### src/rtl/s2d_pkg.sv
package s2d_pkg;

  typedef enum logic {
    ST_IDLE = 1'b0,
    ST_RUN  = 1'b1
  } s2d_state_e;

  // Clear the low 'shift' bits of a byte value.
  function automatic logic [31:0] align_down(logic [31:0] v, int unsigned shift);
    return (v >> shift) << shift;
  endfunction

  // Beats in a row, minus one, from a minus-one byte length.
  function automatic logic [31:0] row_beats_m1(logic [31:0] x_m1, int unsigned shift);
    return x_m1 >> shift;
  endfunction

endpackage

### src/rtl/s2d_desc_latch.sv
module s2d_desc_latch
  import s2d_pkg::*;
#(
  parameter int ADDR_W     = 16,
  parameter int X_W        = 8,
  parameter int Y_W        = 4,
  parameter int STRIDE_W   = 12,
  parameter int BEAT_BYTES = 4
) (
  input  logic                clk,
  input  logic                rst_n,
  input  logic                load,
  input  logic [ADDR_W-1:0]   in_base,
  input  logic [X_W-1:0]      in_x_m1,
  input  logic [Y_W-1:0]      in_y_m1,
  input  logic [STRIDE_W-1:0] in_stride,
  input  logic                in_cyclic,
  output logic [ADDR_W-1:0]   base_now,
  output logic [ADDR_W-1:0]   base_q,
  output logic [ADDR_W-1:0]   stride_q,
  output logic [X_W-$clog2(BEAT_BYTES)-1:0] beats_m1_q,
  output logic [Y_W-1:0]      rows_m1_q,
  output logic                cyclic_q
);
  localparam int SH    = $clog2(BEAT_BYTES);
  localparam int COL_W = X_W - SH;

  logic [ADDR_W-1:0] stride_now;
  logic [COL_W-1:0]  beats_now;

  assign base_now   = ADDR_W'(align_down(32'(in_base), SH));
  assign stride_now = ADDR_W'(align_down(32'(in_stride), SH));
  assign beats_now  = COL_W'(row_beats_m1(32'(in_x_m1), SH));

  always_ff @(posedge clk or negedge rst_n) begin
    if (!rst_n) begin
      base_q     <= '0;
      stride_q   <= '0;
      beats_m1_q <= '0;
      rows_m1_q  <= '0;
      cyclic_q   <= 1'b0;
    end else if (load) begin
      base_q     <= base_now;
      stride_q   <= stride_now;
      beats_m1_q <= beats_now;
      rows_m1_q  <= in_y_m1;
      cyclic_q   <= in_cyclic;
    end
  end
endmodule

### src/rtl/s2d_walker.sv
module s2d_walker #(
  parameter int ADDR_W     = 16,
  parameter int Y_W        = 4,
  parameter int COL_W      = 6,
  parameter int BEAT_BYTES = 4
) (
  input  logic              clk,
  input  logic              rst_n,
  input  logic              load,
  input  logic              step,
  input  logic [ADDR_W-1:0] load_base,
  input  logic [ADDR_W-1:0] base_q,
  input  logic [ADDR_W-1:0] stride_q,
  input  logic [COL_W-1:0]  beats_m1_q,
  input  logic [Y_W-1:0]    rows_m1_q,
  output logic [ADDR_W-1:0] addr,
  output logic              row_end,
  output logic              pass_end
);
  localparam logic [ADDR_W-1:0] BEAT_INC = ADDR_W'(BEAT_BYTES);

  logic [COL_W-1:0]  col_q;
  logic [Y_W-1:0]    row_q;
  logic [ADDR_W-1:0] row_start_q;
  logic [ADDR_W-1:0] col_off_q;

  assign addr     = row_start_q + col_off_q;
  assign row_end  = (col_q == beats_m1_q);
  assign pass_end = row_end && (row_q == rows_m1_q);

  always_ff @(posedge clk or negedge rst_n) begin
    if (!rst_n) begin
      col_q       <= '0;
      row_q       <= '0;
      row_start_q <= '0;
      col_off_q   <= '0;
    end else if (load) begin
      col_q       <= '0;
      row_q       <= '0;
      row_start_q <= load_base;
      col_off_q   <= '0;
    end else if (step) begin
      if (row_end) begin
        col_q     <= '0;
        col_off_q <= '0;
        if (pass_end) begin
          row_q       <= '0;
          row_start_q <= base_q;
        end else begin
          row_q       <= row_q + 1'b1;
          row_start_q <= row_start_q + stride_q;
        end
      end else begin
        col_q     <= col_q + 1'b1;
        col_off_q <= col_off_q + BEAT_INC;
      end
    end
  end
endmodule

### src/rtl/s2d_ctrl.sv
module s2d_ctrl
  import s2d_pkg::*;
(
  input  logic clk,
  input  logic rst_n,
  input  logic enable,
  input  logic desc_valid,
  input  logic fire,
  input  logic pass_end,
  input  logic cyclic_q,
  output logic desc_ready,
  output logic load,
  output logic running,
  output logic done
);
  s2d_state_e state_q, state_d;
  logic       done_q;

  assign running    = (state_q == ST_RUN);
  assign desc_ready = (state_q == ST_IDLE) && enable;
  assign load       = desc_valid && desc_ready;
  assign done       = done_q;

  always_comb begin
    state_d = state_q;
    unique case (state_q)
      ST_IDLE: if (load) state_d = ST_RUN;
      ST_RUN: begin
        if (fire) begin
          if (!enable)                   state_d = ST_IDLE;
          else if (pass_end && !cyclic_q) state_d = ST_IDLE;
        end
      end
      default: state_d = ST_IDLE;
    endcase
  end

  always_ff @(posedge clk or negedge rst_n) begin
    if (!rst_n) begin
      state_q <= ST_IDLE;
      done_q  <= 1'b0;
    end else begin
      state_q <= state_d;
      done_q  <= fire && pass_end;
    end
  end
endmodule

### src/rtl/s2d_addr_gen.sv
module s2d_addr_gen #(
  parameter int ADDR_W     = 16,
  parameter int X_W        = 8,
  parameter int Y_W        = 4,
  parameter int STRIDE_W   = 12,
  parameter int BEAT_BYTES = 4
) (
  input  logic                clk,
  input  logic                rst_n,
  input  logic                enable,
  input  logic                desc_valid,
  output logic                desc_ready,
  input  logic [ADDR_W-1:0]   desc_base,
  input  logic [X_W-1:0]      desc_x_m1,
  input  logic [Y_W-1:0]      desc_y_m1,
  input  logic [STRIDE_W-1:0] desc_stride,
  input  logic                desc_cyclic,
  output logic                beat_valid,
  input  logic                beat_ready,
  output logic [ADDR_W-1:0]   beat_addr,
  output logic                beat_eor,
  output logic                beat_last,
  output logic                done
);
  localparam int SH    = $clog2(BEAT_BYTES);
  localparam int COL_W = X_W - SH;

  // Named internal events, visible to the bound checker.
  logic              load;
  logic              fire;
  logic              row_end;
  logic              pass_end;
  logic              running;
  logic              cyclic_q;
  logic [ADDR_W-1:0] base_now, base_q, stride_q;
  logic [COL_W-1:0]  beats_m1_q;
  logic [Y_W-1:0]    rows_m1_q;

  assign fire       = running && beat_ready;
  assign beat_valid = running;
  assign beat_eor   = row_end;
  assign beat_last  = pass_end;

  s2d_desc_latch #(
    .ADDR_W(ADDR_W), .X_W(X_W), .Y_W(Y_W),
    .STRIDE_W(STRIDE_W), .BEAT_BYTES(BEAT_BYTES)
  ) u_latch (
    .clk(clk), .rst_n(rst_n), .load(load),
    .in_base(desc_base), .in_x_m1(desc_x_m1), .in_y_m1(desc_y_m1),
    .in_stride(desc_stride), .in_cyclic(desc_cyclic),
    .base_now(base_now), .base_q(base_q), .stride_q(stride_q),
    .beats_m1_q(beats_m1_q), .rows_m1_q(rows_m1_q), .cyclic_q(cyclic_q)
  );

  s2d_walker #(
    .ADDR_W(ADDR_W), .Y_W(Y_W), .COL_W(COL_W), .BEAT_BYTES(BEAT_BYTES)
  ) u_walk (
    .clk(clk), .rst_n(rst_n), .load(load), .step(fire),
    .load_base(base_now), .base_q(base_q), .stride_q(stride_q),
    .beats_m1_q(beats_m1_q), .rows_m1_q(rows_m1_q),
    .addr(beat_addr), .row_end(row_end), .pass_end(pass_end)
  );

  s2d_ctrl u_ctrl (
    .clk(clk), .rst_n(rst_n), .enable(enable), .desc_valid(desc_valid),
    .fire(fire), .pass_end(pass_end), .cyclic_q(cyclic_q),
    .desc_ready(desc_ready), .load(load), .running(running), .done(done)
  );
endmodule

### config.mk
export PLATFORM = sky130hd
export DESIGN_NAME = s2d_addr_gen
export DESIGN_NICKNAME = d
export VERILOG_FILES = /design/src/rtl/s2d_pkg.sv /design/src/rtl/s2d_desc_latch.sv /design/src/rtl/s2d_walker.sv /design/src/rtl/s2d_ctrl.sv /design/src/rtl/s2d_addr_gen.sv
export SDC_FILE = /design/constraint.sdc
export NUM_CORES = 1
export LEC_CHECK = 0
export BUFFER_PORTS_ARGS = -buffer_cell sky130_fd_sc_hd__buf_4
export CORE_ASPECT_RATIO = 1.4
export CORE_MARGIN = 1
export CORE_UTILIZATION = 50
export DETAILED_ROUTE_END_ITERATION = 7
export PLACE_DENSITY = 0.78
export SYNTH_ARGS = -nofsm -noshare
export SYNTH_HDL_FRONTEND = slang
export SYNTH_SLANG_ARGS = --single-unit
### constraint.sdc
create_clock -name clk -period 5.7 [get_ports clk]
set_input_delay 0.57 -clock clk [delete_from_list [all_inputs] [get_ports clk]]
set_output_delay 0.57 -clock clk [all_outputs]
set_load 0.02 [all_outputs]
# Yosys cells after proc, flatten, opt, wreduce, memory -nomap -nowiden

Cells that the tools add are included.

Output and inout port bits: 21
Memory bits (read-only): 0
Memories: 0
Bits in writable memories: 0
Register bits: 79
Bits in latches: 0

Mux-type cells: 19
$mul: 0
Equality and inequality tests: 2
Bitwise logic cells: 1
Reduce and logical (&&, ||, !) cells: 10
Shift operators: 0
Add/subtract/negate cells: 5
Divide/modulo/power cells: 0
$lt $le $gt $ge: 0

Operators by type and width:

| cell                                          | number |
|---|---|
| 2-to-1 mux 16 bit                             | 7 |
| 2-to-1 mux 6 bit                              | 3 |
| adder 16 x 12 -> 16 bit                       | 1 |
| adder 16 bit                                  | 1 |
| adder 16 x 3 -> 16 bit, second input constant | 1 |
| 2-to-1 mux 4 bit                              | 4 |
| adder 6 x 1 -> 6 bit, second input constant   | 1 |
| equality test 6 bit                           | 1 |
| logical AND 1 bit                             | 6 |
| adder 4 x 1 -> 4 bit, second input constant   | 1 |
| equality test 4 bit                           | 1 |
| 2-to-1 mux 1 bit                              | 4 |
| nonzero test 2 bit                            | 2 |
| one-hot mux 1 bit (2 select lines)            | 1 |
| AND reduction 2 bit                           | 1 |
| logical NOT 1 bit                             | 1 |
| NOT 1 bit                                     | 1 |

# Logic depth before layout (Yosys ltp)

Gate-level depths: netlist of run 1.

Depth in word-level cells: 7
Depth in mapped cells: 9
Mapped depth without buffers: 9

# Modules after synthesis

Synthesis of run 1 repeated with hierarchy kept, for this count alone.

Cell total of the unflattened synthesis: 542
Area total of the unflattened synthesis: 5,310.1 um^2

Modules (own cells, without submodules):

| module         | instances | area an instance (um^2) | seq. area each (um^2) | cells each |
|---|---|---|---|---|
| s2d_walker     | 1         | 3,564.7                 | 1,001.0               | 433 |
| s2d_desc_latch | 1         | 1,637.8                 | 875.8                 | 99 |
| s2d_ctrl       | 1         | 101.3                   | 50.0                  | 9 |
| s2d_addr_gen   | 1         | 6.3                     | 0.0                   | 1 |

# Least setup slack after synthesis of run 1

No wires, ideal clock.

Path kind: register -> output
From: register u_walk.col_off_q[3]
To: output beat_addr[14]
Arrival: 2,054 ps
Data required time: 5,130 ps
Cell stages (with the launch flop): 9
Setup slack: 3,076 ps
Cell sequence: dfrtp_1 > ha_1 > a21o_1 > a21oi_2 > o21ai_2 > a31o_2 > a21o_1 > a21oi_2 > xnor2_1

Longest elaborated chain between the ends: 1

Ends and longest elaborated chain:

| item                   | RTL line           | RTL |
|---|---|---|
| start, declared        | s2d_walker.sv:25   | `logic [ADDR_W-1:0] col_off_q;` |
| start signal, assigned | s2d_walker.sv:55   | `col_off_q <= col_off_q + BEAT_INC;` |
| adder 16 bit           | s2d_walker.sv:27   | `assign addr = row_start_q + col_off_q;` |
| end, declared          | s2d_addr_gen.sv:20 | `output logic [ADDR_W-1:0] beat_addr,` |

No other way between the ends.

# Worst setup path after layout of run 1

From: register u_walk.col_off_q[7]
To: output beat_addr[15]

The elaborated chain is that of the path after synthesis.

==> results by group, run 1 <==
Outcome
  • Status: complete, no violations

Detailed routing
  • Remaining DRCs: 0
  • Vias/cell: 5.487
  • Initial drt markers: 237
  • Routed len/inst: about 15 um
  • Vias: approximately 3,600
  • Antenna viol nets, final: 0
  • Total wire length: roughly 9.9 mm
  • DRT Pass-1 Iters: 4

Global route
  • First-pass GRT wire length: 17.04 mm
  • Vias in the first global route: 3,670
  • Largest net degree at the start of global routing: 76
  • GRT overflow: 0
  • Number of antenna violations at the first check in global routing: 0
  • Gr usage total: 0.2447

STA
  • Layout Skew: 7.788 ps
  • Setup tns final: 0 ps
  • Final worst slack: approximately 2500 ps
  • Tightest hold margin: 374.7 ps
  • Hold Vio Cnt, Final: 0
  • Worst slew margin: 0.3647
  • Slew @ Worst Pin: around 950 ps
  • Endpoints failing setup: 0
  • Final cycle utilization of the critical path: 0.5688
  • Final min period: roughly 3200 ps
  • RSZ-0062 raised after global routing: no
  • Max-slew violations: 0
  • Max Clock Freq: a little over 300 MHz

Setup path
  • Worst path cell trace: ha_1, a2111oi_4, o21ai_0, a41o_1, a21o_1, a21oi_2, xnor2_1, buf_4
  • Crit Path Max Fanout: 5
  • WP data arrival: approximately 2700 ps
  • Worst path bufs/invs: 1
  • Slowest cell on crit path: dfrtp_1
  • Crit end category: primary output
  • Worst Setup Start Kind: register
  • Worst Setup Path Type: reg -> out
  • CP required: around 5100 ps
  • CP max stage delay: around 420 ps
  • Delay-heaviest family, CP: compound AO/OA/AOI/OAI gates

Synth
  • Post-synth EDFFs: 0
  • Primary FF master, synth: dfrtp_1
  • Mapped Area: about 4400 sq um
  • Fraction of registers with async set/reset: 1.000
  • Syn_area_per_cell: about 9 sq um
  • Synth area leader: dfrtp_1
  • Seq cells post-synth: 75
  • Synthesized instance count: a little under 500
  • Synth Warn #: 0
  • Top cells by area, synth: dfrtp_1, nand2_1, ha_1, xor2_1, xnor2_1
  • Distinct cells, synth: 49
  • Register area share after synthesis: 0.4277
  • Post-synth top area share: 0.4277

Run
  • Maximum Capacitance Violations: 0

Floorplan
  • IO Pins: 67
  • Die height: 112.8 um
  • Die W: around 80 um
  • Total die area: around 9200 sq um
  • Num rows: 40
  • Initial Utilization: 0.5127
  • Core area: 8558 sq um

Cells and area
  • Commonest non-fill, non-tap cell in the layout: nand2_1
  • Multi-input gate area: about 2400 sq um
  • Most frequent cells in the layout: nand2_1, dfrtp_1, buf_4
  • Nets: roughly 620
  • FF/Latch Area: between 1500 and 2000 sq um
  • Layout cells sized above 1: 0.1642
  • FILL cells: 723
  • ANT cells: 0
  • Final Util: 0.6047
  • Area Growth Syn to Fin: 17.94%
  • Post-Layout Cell Count: 653

Power and ir drop
  • Leak Pwr: roughly 2.7 nW
  • Peak VDD IR: 0.0002865 V
  • Pwr dens: ~490 nW/um^2

Clock tree
  • H-tree depth: 3
  • Clk buf depth: 2
  • Setup repair bufs after CTS: 0
  • Cts bufs inserted: 9
  • Cts hold-fix bufs: 0
  • Clock-pin slew on the worst setup and hold paths: roughly 60 ps
  • Worst-skew pair later-pin latency: about 340 ps
  • CTS sink count: 75
  • Cts repair resizes: 0
  • CTS tree: done
  • Clk root buf: clkbuf_16

Placed design
  • Buffers on Ports: 58
  • Pre-CTS setup slack: around 2800 ps
  • DP Cell Count: 638
  • Routability congestion estimate from global placement: 0.8084
  • Final HPWL DP: roughly 7.0 mm

Hold path
  • Hold crit path type: in -> async
## synth_stat cells, types with 2 or more instances
| cell | instances |
|---|---|
| a211oi_1 | 6 |
| a21o_1 | 13 |
| a21oi_1 | 16 |
| a21oi_2 | 4 |
| a31oi_1 | 5 |
| and2_1 | 5 |
| and3_1 | 3 |
| buf_2 | 4 |
| buf_4 | 3 |
| clkbuf_1 | 10 |
| dfrtp_1 | 75 |
| ha_1 | 27 |
| inv_1 | 9 |
| mux2i_1 | 6 |
| nand2_1 | 134 |
| nand2b_1 | 2 |
| nand3_1 | 8 |
| nand4_1 | 4 |
| nor2_1 | 32 |
| nor2b_1 | 2 |
| nor3_1 | 3 |
| o211ai_1 | 3 |
| o21a_1 | 2 |
| o21ai_0 | 29 |
| o21bai_1 | 4 |
| o22ai_1 | 6 |
| o31ai_1 | 2 |
| o41ai_1 | 2 |
| or3_1 | 5 |
| xnor2_1 | 17 |
| xor2_1 | 31 |
## state kept, by name (all words and copies together) (netlist names), 4 cells and up
signal and flops:
u_latch.base_q 14, u_walk.col_off_q 14, u_walk.row_start_q 14, u_latch.stride_q 10, u_latch.beats_m1_q 6, u_walk.col_q 6, u_latch.rows_m1_q 4, u_walk.row_q 4
## report_power, final
part / internal (mW) / leakage [nW] / switching (mW)
combinational: 0.508 / 1.57 / 0.638
sequential: 0.669 / 0.949 / 0.149
clock: 0.346 / 0.148 / 0.216
## through the flow
| stage | power (mW) | instance area [sq um] |
|---|---|---|
| 6_report | 2.527 | 5175 |
| 5_1_grt | 2.707 | 5175 |
| 4_1_cts | 2.538 | 5175 |
| 3_5_place_dp | 1.958 | 4882 |
| 3_3_place_gp | 1.914 | 4882 |
| 2_1_floorplan | 1.617 | 4392 |
## layer usage
metal | wire [um] | track usage | part of all wire
met1 | 4180 | 0.3052 | 0.42
met3 | 303 | 0.04677 | 0.031
met2 | 5204 | 0.4056 | 0.53
met4 | 180 | 0.1083 | 0.018
met5 | 0 | 0 | 0
## final cells by class
class                      instances  share of cell area
sequential                        75              0.3627
timing repair buffer              60             0.08704
clock buffer                      10             0.04618
clock inverter                     5             0.01040
inverter                           9            0.006528
multi-input combinational        389              0.4618
tap                              105             0.02539
## path summary, 6_finish.rpt
kind,startpoint,end,slack (ps),cells after the start
max in group asynchronous,rst_n,u_latch.cyclic_q,4700,1
min reg2reg,u_latch.base_q[2],u_latch.base_q[2],480,2
max,u_walk.col_off_q[7],beat_addr[15],2460,8
min in group clk,desc_stride[5],u_latch.stride_q[5],420,3
min,rst_n,u_latch.base_q[10],370,1
max reg2reg,u_walk.row_start_q[2],u_walk.row_start_q[8],3300,9
## kinds of logic (layout without fill, tap and decap cells)
group	count (synthesis)	after routing	synth area share
AOI/OAI and AO/OA	98	98	0.1477
muxes	6	6	0.01369
xor gates and xnor gates	48	48	0.09581
buffers and inverters	27	84	0.02851
other	1	2	0.0008546
adders and majority gates	28	28	0.08155
DFF	75	75	0.4277
and+or+nand+nor	207	207	0.2042
## worst register-to-register path, cell delays in order (launching register included)
cell	delay, ps
dfrtp_1	440
ha_1	260
fa_1	440
a211oi_1	330
o21bai_1	140
a21oi_1	210
xor2_1	190
nand2_1	70
o21ai_0	90
a21oi_1	90
No activity file was read; power rests on OpenSTA's default activity.
==> run 2, diff against run 1 <==
==> constraint.sdc (replaced) <==
create_clock -name clk -period 3 [get_ports clk]
set_input_delay 0.3 -clock clk [delete_from_list [all_inputs] [get_ports clk]]
set_output_delay 0.3 -clock clk [all_outputs]
set_load 0.02 [all_outputs]
==> run 2 against run 1 <==
Against the previous run: clock-buffer cell count grew 2; wire length grew 2.9%; first-iteration DRC count grew 6.3%; total power grew 88%; core utilization shrank 0.088 points; critical endpoint is now beat_addr[14].
==> results by group, run 2 (synthesis results as in run 1) <==
Run
  • Maximum Capacitance Violations: 0 (unchanged)

Power and ir drop
  • Clk network pwr share: 0.205 (-0.018)
  • Peak VDD IR: 0.0004395 V (+53%)
  • Pwr dens: 921.3 nW/um^2 (+89%)
  • Seq pwr share: 0.328 (+0.004)
  • Switch share: 0.4074 (+0.01016)
  • P_sw: 1.940 mW (+93%)
  • Leak Pwr: 2.659 nW (-0.22%)
  • Comb power frac: 0.467 (+0.013)
  • Internal power: 2.821 mW (+85%)

Cells and area
  • Design area: 5167 sq um (-0.14%)
  • Nets: 620 (+0.32%)
  • Most frequent cells in the layout: nand2_1, dfrtp_1, buf_4
  • Layout cells sized above 1: 0.1655 (+0.001221)
  • Area Growth Syn to Fin: 17.76%
  • ANT cells: 0 (unchanged)
  • Commonest non-fill, non-tap cell in the layout: nand2_1
  • Largest registers: u_latch.base_q x14, u_walk.col_off_q x14, u_walk.row_start_q x14

Clock tree
  • Cts repair resizes: 0 (unchanged)
  • Setup repair bufs after CTS: 0 (unchanged)
  • Cts hold-fix bufs: 0 (unchanged)
  • CTS tree: done
  • Clock-pin slew on the worst setup and hold paths: 60 ps (about the same)
  • Worst-skew pair later-pin latency: 340 ps (about the same)
  • Cts bufs inserted: 9 (unchanged)
  • Clk root buf: clkbuf_16
  • Clk buf depth: 2 (unchanged)
  • H-tree depth: 3 (unchanged)
  • CTS sink count: 75 (unchanged)

Detailed routing
  • Routed len/inst: 15.50 um (+2.6%)
  • Total wire length: 10.15 mm (+2.9%)
  • Vias: 3,665 (+2.3%)
  • Vias/cell: 5.595 (+2.0%)
  • Initial drt markers: 252 (+6.3%)
  • DRT Pass-1 Iters: 4 (unchanged)
  • Remaining DRCs: 0 (unchanged)
  • Antenna viol nets, final: 0 (unchanged)

Outcome
  • Status: complete, no violations

Setup path
  • Most common cell on crit path: a21o_1
  • Delay-heaviest family, CP: compound AO/OA/AOI/OAI gates
  • Worst Setup Start Kind: register
  • WP data arrival: 2580 ps (-90 ps)
  • Worst path cell trace: ha_1, a21o_1, a21oi_4, o21ai_2, a31o_2, a21o_1, a21oi_2, xnor2_1, buf_4
  • Worst path bufs/invs: 1 (unchanged)
  • CP required: 2700 ps (-2430 ps)
  • Slowest cell on crit path: dfrtp_2
  • CP max stage delay: 450 ps (+30 ps)
  • R2R setup slack: 650 ps (-2650 ps)
  • Crit Path Max Fanout: 4 (-1)
  • Crit end category: primary output
  • Worst Setup Path Type: reg -> out

Global route
  • Number of antenna violations at the first check in global routing: 0 (unchanged)
  • Largest net degree at the start of global routing: 76 (unchanged)
  • GRT overflow: 0 (unchanged)
  • Gr usage total: 0.2496 (+0.004849)
  • Vias in the first global route: 3,745 (+2.0%)
  • First-pass GRT wire length: 17.31 mm (+1.6%)

STA
  • RSZ-0062 raised after global routing: no
  • Max-slew violations: 0 (unchanged)
  • Endpoints failing setup: 0 (unchanged)
  • Hold Vio Cnt, Final: 0 (unchanged)
  • Slew @ Worst Pin: 945.8 ps (-7.056 ps)
  • Max Clock Freq: between 300 and 400 MHz
  • Layout Skew: 8.483 ps (+0.6957 ps)
  • Setup tns final: 0 ps (unchanged)
  • Worst slew margin: 0.3695 (+0.004705)
  • Final min period: roughly 2900 ps
  • Final cycle utilization of the critical path: 0.9600

Floorplan
  • IO Pins: 67 (unchanged)
  • Initial Utilization: 0.5127 (unchanged)
  • Core area: 8558 sq um (unchanged)
  • Die height: 112.8 um (unchanged)
  • Total die area: 9160 sq um (unchanged)
  • Num rows: 40 (unchanged)
  • Die W: 81.18 um (unchanged)

Hold path
  • Hold crit path type: in -> async

Placed design
  • Routability congestion estimate from global placement: 0.8741 (+8.1%)
  • Buffers on Ports: 58 (unchanged)
  • Cell Area, Placed: 4897 sq um (+0.31%)
  • Final HPWL DP: 7.265 mm (+4.3%)
-- run 2: power groups by stage --
stage               Sequential, mW  Combinational, mW  Clock [mW]
floorplan                     1.47               1.60           0
global placement              1.54               2.10           0
detailed placement            1.56               2.19           0
CTS                           1.55               2.22       0.987
global route                  1.59               2.47        1.04
finish                        1.56               2.23       0.975
-- run 2: layer usage --
metal  GRT usage  vias up  wire length (um)
met4      0.1452        0               382
met3     0.05000       32               396
met1      0.3018     1749              4099
met2      0.4056      105              5276
li1            -     1779                 -
met5           0        -                 0
-- run 2: worst paths after layout --
check,start,to,cells past startpoint
max,u_walk.row_start_q[3],beat_addr[14],9
min,rst_n,u_walk.col_off_q[9],1
max reg2reg,u_walk.row_start_q[2],u_walk.row_start_q[14],9
min reg2reg,u_latch.base_q[6],u_latch.base_q[6],2
max in group asynchronous,rst_n,u_walk.row_start_q[3],1
min in group clk,desc_x_m1[4],u_latch.beats_m1_q[2],3
-- run 2: area by class of cell --
cell class                 instances  area (sq um)
multi-input combinational        389          2397
timing repair buffer              62         465.4
fill                             729          3391
sequential                        75          1878
clock buffer                      12         246.5
tap                              105         131.4
inverter                           9         33.78
clock inverter                     3         15.01
-- run 2: per-stage QoR --
stage / cells / utilization / power, mW / setup slack (ps) / hold WS, ps
floorplan: 491 / - / 3.072 / 645.8 / 4.409
global placement: 640 / 0.5722 / 3.645 / 496.0 / 457.3
detailed placement: 640 / 0.5722 / 3.753 / 458.1 / 462.7
CTS: 655 / 0.6028 / 4.753 / 73.66 / 145.5
global route: 655 / 0.6038 / 5.095 / 4.992 / 148.7
finish: 655 / 0.6038 / 4.761 / 119.9 / 87.01
==> run 3, diff against run 2 <==
--- a/config.mk
+++ b/config.mk
@@ -5,12 +5,13 @@
 export SDC_FILE = /design/constraint.sdc
 export NUM_CORES = 1
 export LEC_CHECK = 0
+export ABC_AREA = 1
 export BUFFER_PORTS_ARGS = -buffer_cell sky130_fd_sc_hd__buf_4
 export CORE_ASPECT_RATIO = 1.4
 export CORE_MARGIN = 1
-export CORE_UTILIZATION = 50
+export CORE_UTILIZATION = 57
 export DETAILED_ROUTE_END_ITERATION = 7
-export PLACE_DENSITY = 0.78
+export PLACE_DENSITY = 0.85
 export SYNTH_ARGS = -nofsm -noshare
 export SYNTH_HDL_FRONTEND = slang
 export SYNTH_SLANG_ARGS = --single-unit
==> run 3 against run 2 <==
Against the previous run: worst hold slack better by 3.6 ps; combinational power up 51%; critical path depth up 1; clock skew down 2.0 ps; synthesized area up 12%; total power up 30%; setup slack better by 190 ps; clock power up 7%; via count up 19%; first-iteration DRC count up 12%; core utilization up 8.0 points; critical path type unchanged; largest cell class unchanged.
==> results by group, run 3 <==
Run
  • Maximum Capacitance Violations: 0 (unchanged)

Setup path
  • CP required: 2700 ps (about the same)
  • Worst path cell trace: ha_1, a21oi_1, nand2_1, a21oi_1, o21bai_1, nand2_1, nand2_1, nand2_1, nand2_1, buf_4
  • Slowest cell on crit path: dfrtp_1
  • RR Endpoint: u_walk.row_start_q[4]
  • Worst Setup Path Type: reg -> out
  • Most common cell on crit path: nand2_1
  • WP data arrival: 2390 ps (-190 ps)
  • Crit end category: primary output
  • R2R setup slack: 730 ps (+80 ps)
  • R2r startpoint: u_ctrl.running
  • CP max stage delay: 410 ps (-40 ps)
  • Crit Path Max Fanout: 4 (unchanged)
  • Worst R2R Path Depth: 8 (-1)
  • Worst Setup Start Kind: register

Floorplan
  • Initial Utilization: 0.5952 (+0.08249)
  • Num rows: 39 (-2.5%)
  • Die W: 80.43 um (-0.92%)
  • Core area: 8247 sq um (-3.6%)
  • Total die area: 8992 sq um (-1.8%)
  • Die height: 111.8 um (-0.92%)
  • IO Pins: 67 (unchanged)

Detailed routing
  • Initial drt markers: 283 (+12%)
  • Vias/cell: 5.345 (-4.5%)
  • Total wire length: 11.70 mm (+15%)
  • Antenna viol nets, final: 0 (unchanged)
  • Remaining DRCs: 0 (unchanged)
  • Vias: 4,372 (+19%)
  • DRT Pass-1 Iters: 5 (+1)
  • Routed len/inst: 14.31 um (-7.7%)

Clock tree
  • Cts repair resizes: 0 (unchanged)
  • Worst-skew pair later-pin latency: 350 ps (about the same)
  • Setup repair bufs after CTS: 0 (unchanged)
  • H-tree depth: 3 (unchanged)
  • Clk root buf: clkbuf_16
  • Clk buf depth: 2 (unchanged)
  • Clock-pin slew on the worst setup and hold paths: 60 ps (about the same)
  • Cts bufs inserted: 9 (unchanged)
  • CTS sink count: 75 (unchanged)
  • CTS tree: done
  • Cts hold-fix bufs: 0 (unchanged)

Global route
  • First-pass GRT wire length: 19.38 mm (+12%)
  • Gr usage total: 0.2829 (+0.03336)
  • Largest net degree at the start of global routing: 76 (unchanged)
  • Vias in the first global route: 4,294 (+15%)
  • GRT overflow: 0 (unchanged)
  • Number of antenna violations at the first check in global routing: 0 (unchanged)

Synth
  • Seq cells post-synth: 75 (unchanged)
  • Syn_area_per_cell: 7.460 sq um (-17%)
  • Distinct cells, synth: 49 (unchanged)
  • Register area share after synthesis: 0.3824 (-0.04536)
  • Post-synth EDFFs: 0 (unchanged)
  • Synthesized instance count: 658 (+34%)
  • Synth Warn #: 0 (unchanged)
  • Top cells by area, synth: dfrtp_1, nand2_1, ha_1, inv_1, nor2_1
  • Fraction of registers with async set/reset: 1.000 (unchanged)
  • Primary FF master, synth: dfrtp_1
  • Post-synth top area share: 0.3824 (-0.04536)
  • Mapped Area: 4908 sq um (+12%)
  • Most frequent cell after synthesis: nand2_1
  • Synth area leader: dfrtp_1
  • Synth top cells by count: nand2_1, dfrtp_1, inv_1, nor2_1, nand3_1

Cells and area
  • Layout cells sized above 1: 0.1341 (-0.03138)
  • Most frequent cells in the layout: nand2_1, dfrtp_1, inv_1
  • Nets: 786 (+27%)
  • Post-Layout Cell Count: 818 (+25%)
  • Largest registers: u_latch.base_q x14, u_walk.col_off_q x14, u_walk.row_start_q x14
  • Commonest non-fill, non-tap cell in the layout: nand2_1
  • FILL cells: 690 (-5.3%)
  • Area Growth Syn to Fin: 14.86%
  • ANT cells: 0 (unchanged)

STA
  • Final min period: 2690 ps (-189.7 ps)
  • Layout Skew: 6.531 ps (-1.952 ps)
  • Final cycle utilization of the critical path: 0.8968 (-0.06324)
  • Setup tns final: 0 ps (unchanged)
  • Worst slew margin: 0.3751 (+0.005675)
  • Hold Vio Cnt, Final: 0 (unchanged)
  • Endpoints failing setup: 0 (unchanged)
  • Tightest hold margin: 90.65 ps (+3.645 ps)
  • RSZ-0062 raised after global routing: no
  • Max Clock Freq: 371.7 MHz (+7.1%)
  • Slew @ Worst Pin: 937.3 ps (-8.513 ps)
  • Max-slew violations: 0 (unchanged)
  • Final worst slack: 309.6 ps (+189.7 ps)

Power and ir drop
  • Leak Pwr: 3.127 nW (+18%)
  • Peak VDD IR: 0.0005921 V (+35%)
  • Pwr dens: 1102 nW/um^2 (+20%)

Hold path
  • Hold crit path type: in -> async

Placed design
  • Final HPWL DP: 8.438 mm (+16%)
  • Pre-CTS setup slack: 723.5 ps (+265.5 ps)
  • Buffers on Ports: 58 (unchanged)
  • DP Cell Count: 803 (+25%)
  • Routability congestion estimate from global placement: 0.8934 (+2.2%)

Outcome
  • Status: complete, no violations
==> run 3: stage by stage <==
stage | total power, mW | utilization | cell area [sq um]
5_1_grt | 6.729 | 0.6837 | 5638
4_1_cts | 6.215 | 0.6837 | 5638
3_3_place_gp | 4.999 | 0.6492 | 5354
3_5_place_dp | 5.128 | 0.6492 | 5354
6_report | 6.211 | 0.6837 | 5638
2_1_floorplan | 4.242 | - | 4912
==> run 3: area by class of cell <==
| class | count | area (sq um) | area share |
|---|---|---|---|
| flip-flops and latches | 75 | 1877 | 0.3329 |
| multi-input cells | 499 | 2644 | 0.4689 |
| clock buffers | 10 | 229.0 | 0.04061 |
| well taps | 102 | 127.6 | 0.02264 |
| repair buffers | 59 | 442.9 | 0.07856 |
| inverters | 68 | 262.8 | 0.04660 |
| clock inverters | 5 | 55.05 | 0.009765 |
==> run 3: power breakdown <==
part           leakage, nW  switching, mW  internal (mW)
combinational         2.05           2.04           1.32
clock                0.134          0.408          0.635
sequential           0.941          0.396           1.41
==> run 3: kinds of logic (layout without fill, tap and decap cells) <==
logic type / count (synthesis) / count (layout) / share of synthesized area
AND/OR/NAND/NOR: 370 / 370 / 0.3237
buffers and inverters: 85 / 142 / 0.07978
multiplexers: 2 / 2 / 0.004079
other: 1 / 2 / 0.0007640
adder cells (fa/ha/maj): 28 / 28 / 0.07290
flip-flops: 75 / 75 / 0.3824
AO/OA/AOI/OAI: 63 / 63 / 0.07418
XOR/XNOR: 34 / 34 / 0.06220
==> run 3: metal layers <==
layer	vias to the layer above	GRT usage	part of all wire
met3	30	0.05328	0.043
li1	2204	-	-
met4	0	0.1643	0.043
met2	113	0.4893	0.53
met1	2025	0.3164	0.38
met5	-	0	0
==> run 3: how the worst max path moves through the flow <==
stage,cells past startpoint,slack (ps),start,endpoint
after global placement,10,790,u_walk.row_start_q[4],beat_addr[12]
after global routing,10,210,u_walk.col_off_q[4],beat_addr[12]
after CTS,10,350,u_walk.col_off_q[4],beat_addr[12]
after detailed placement,10,720,u_walk.col_off_q[4],beat_addr[12]
after floorplan,6,980,u_walk.col_off_q[4],beat_addr[10]
final,10,310,u_walk.col_off_q[4],beat_addr[12]
==> run 3: worst max-delay path: cells and delay by family, from the launching register on <==
family	cells	cell delay [ps]
AO/OA/AOI/OAI	3	680
buffers and inverters	1	150
adder cells (fa/ha/maj)	1	370
AND/OR/NAND/NOR	5	440
flip-flops	1	410
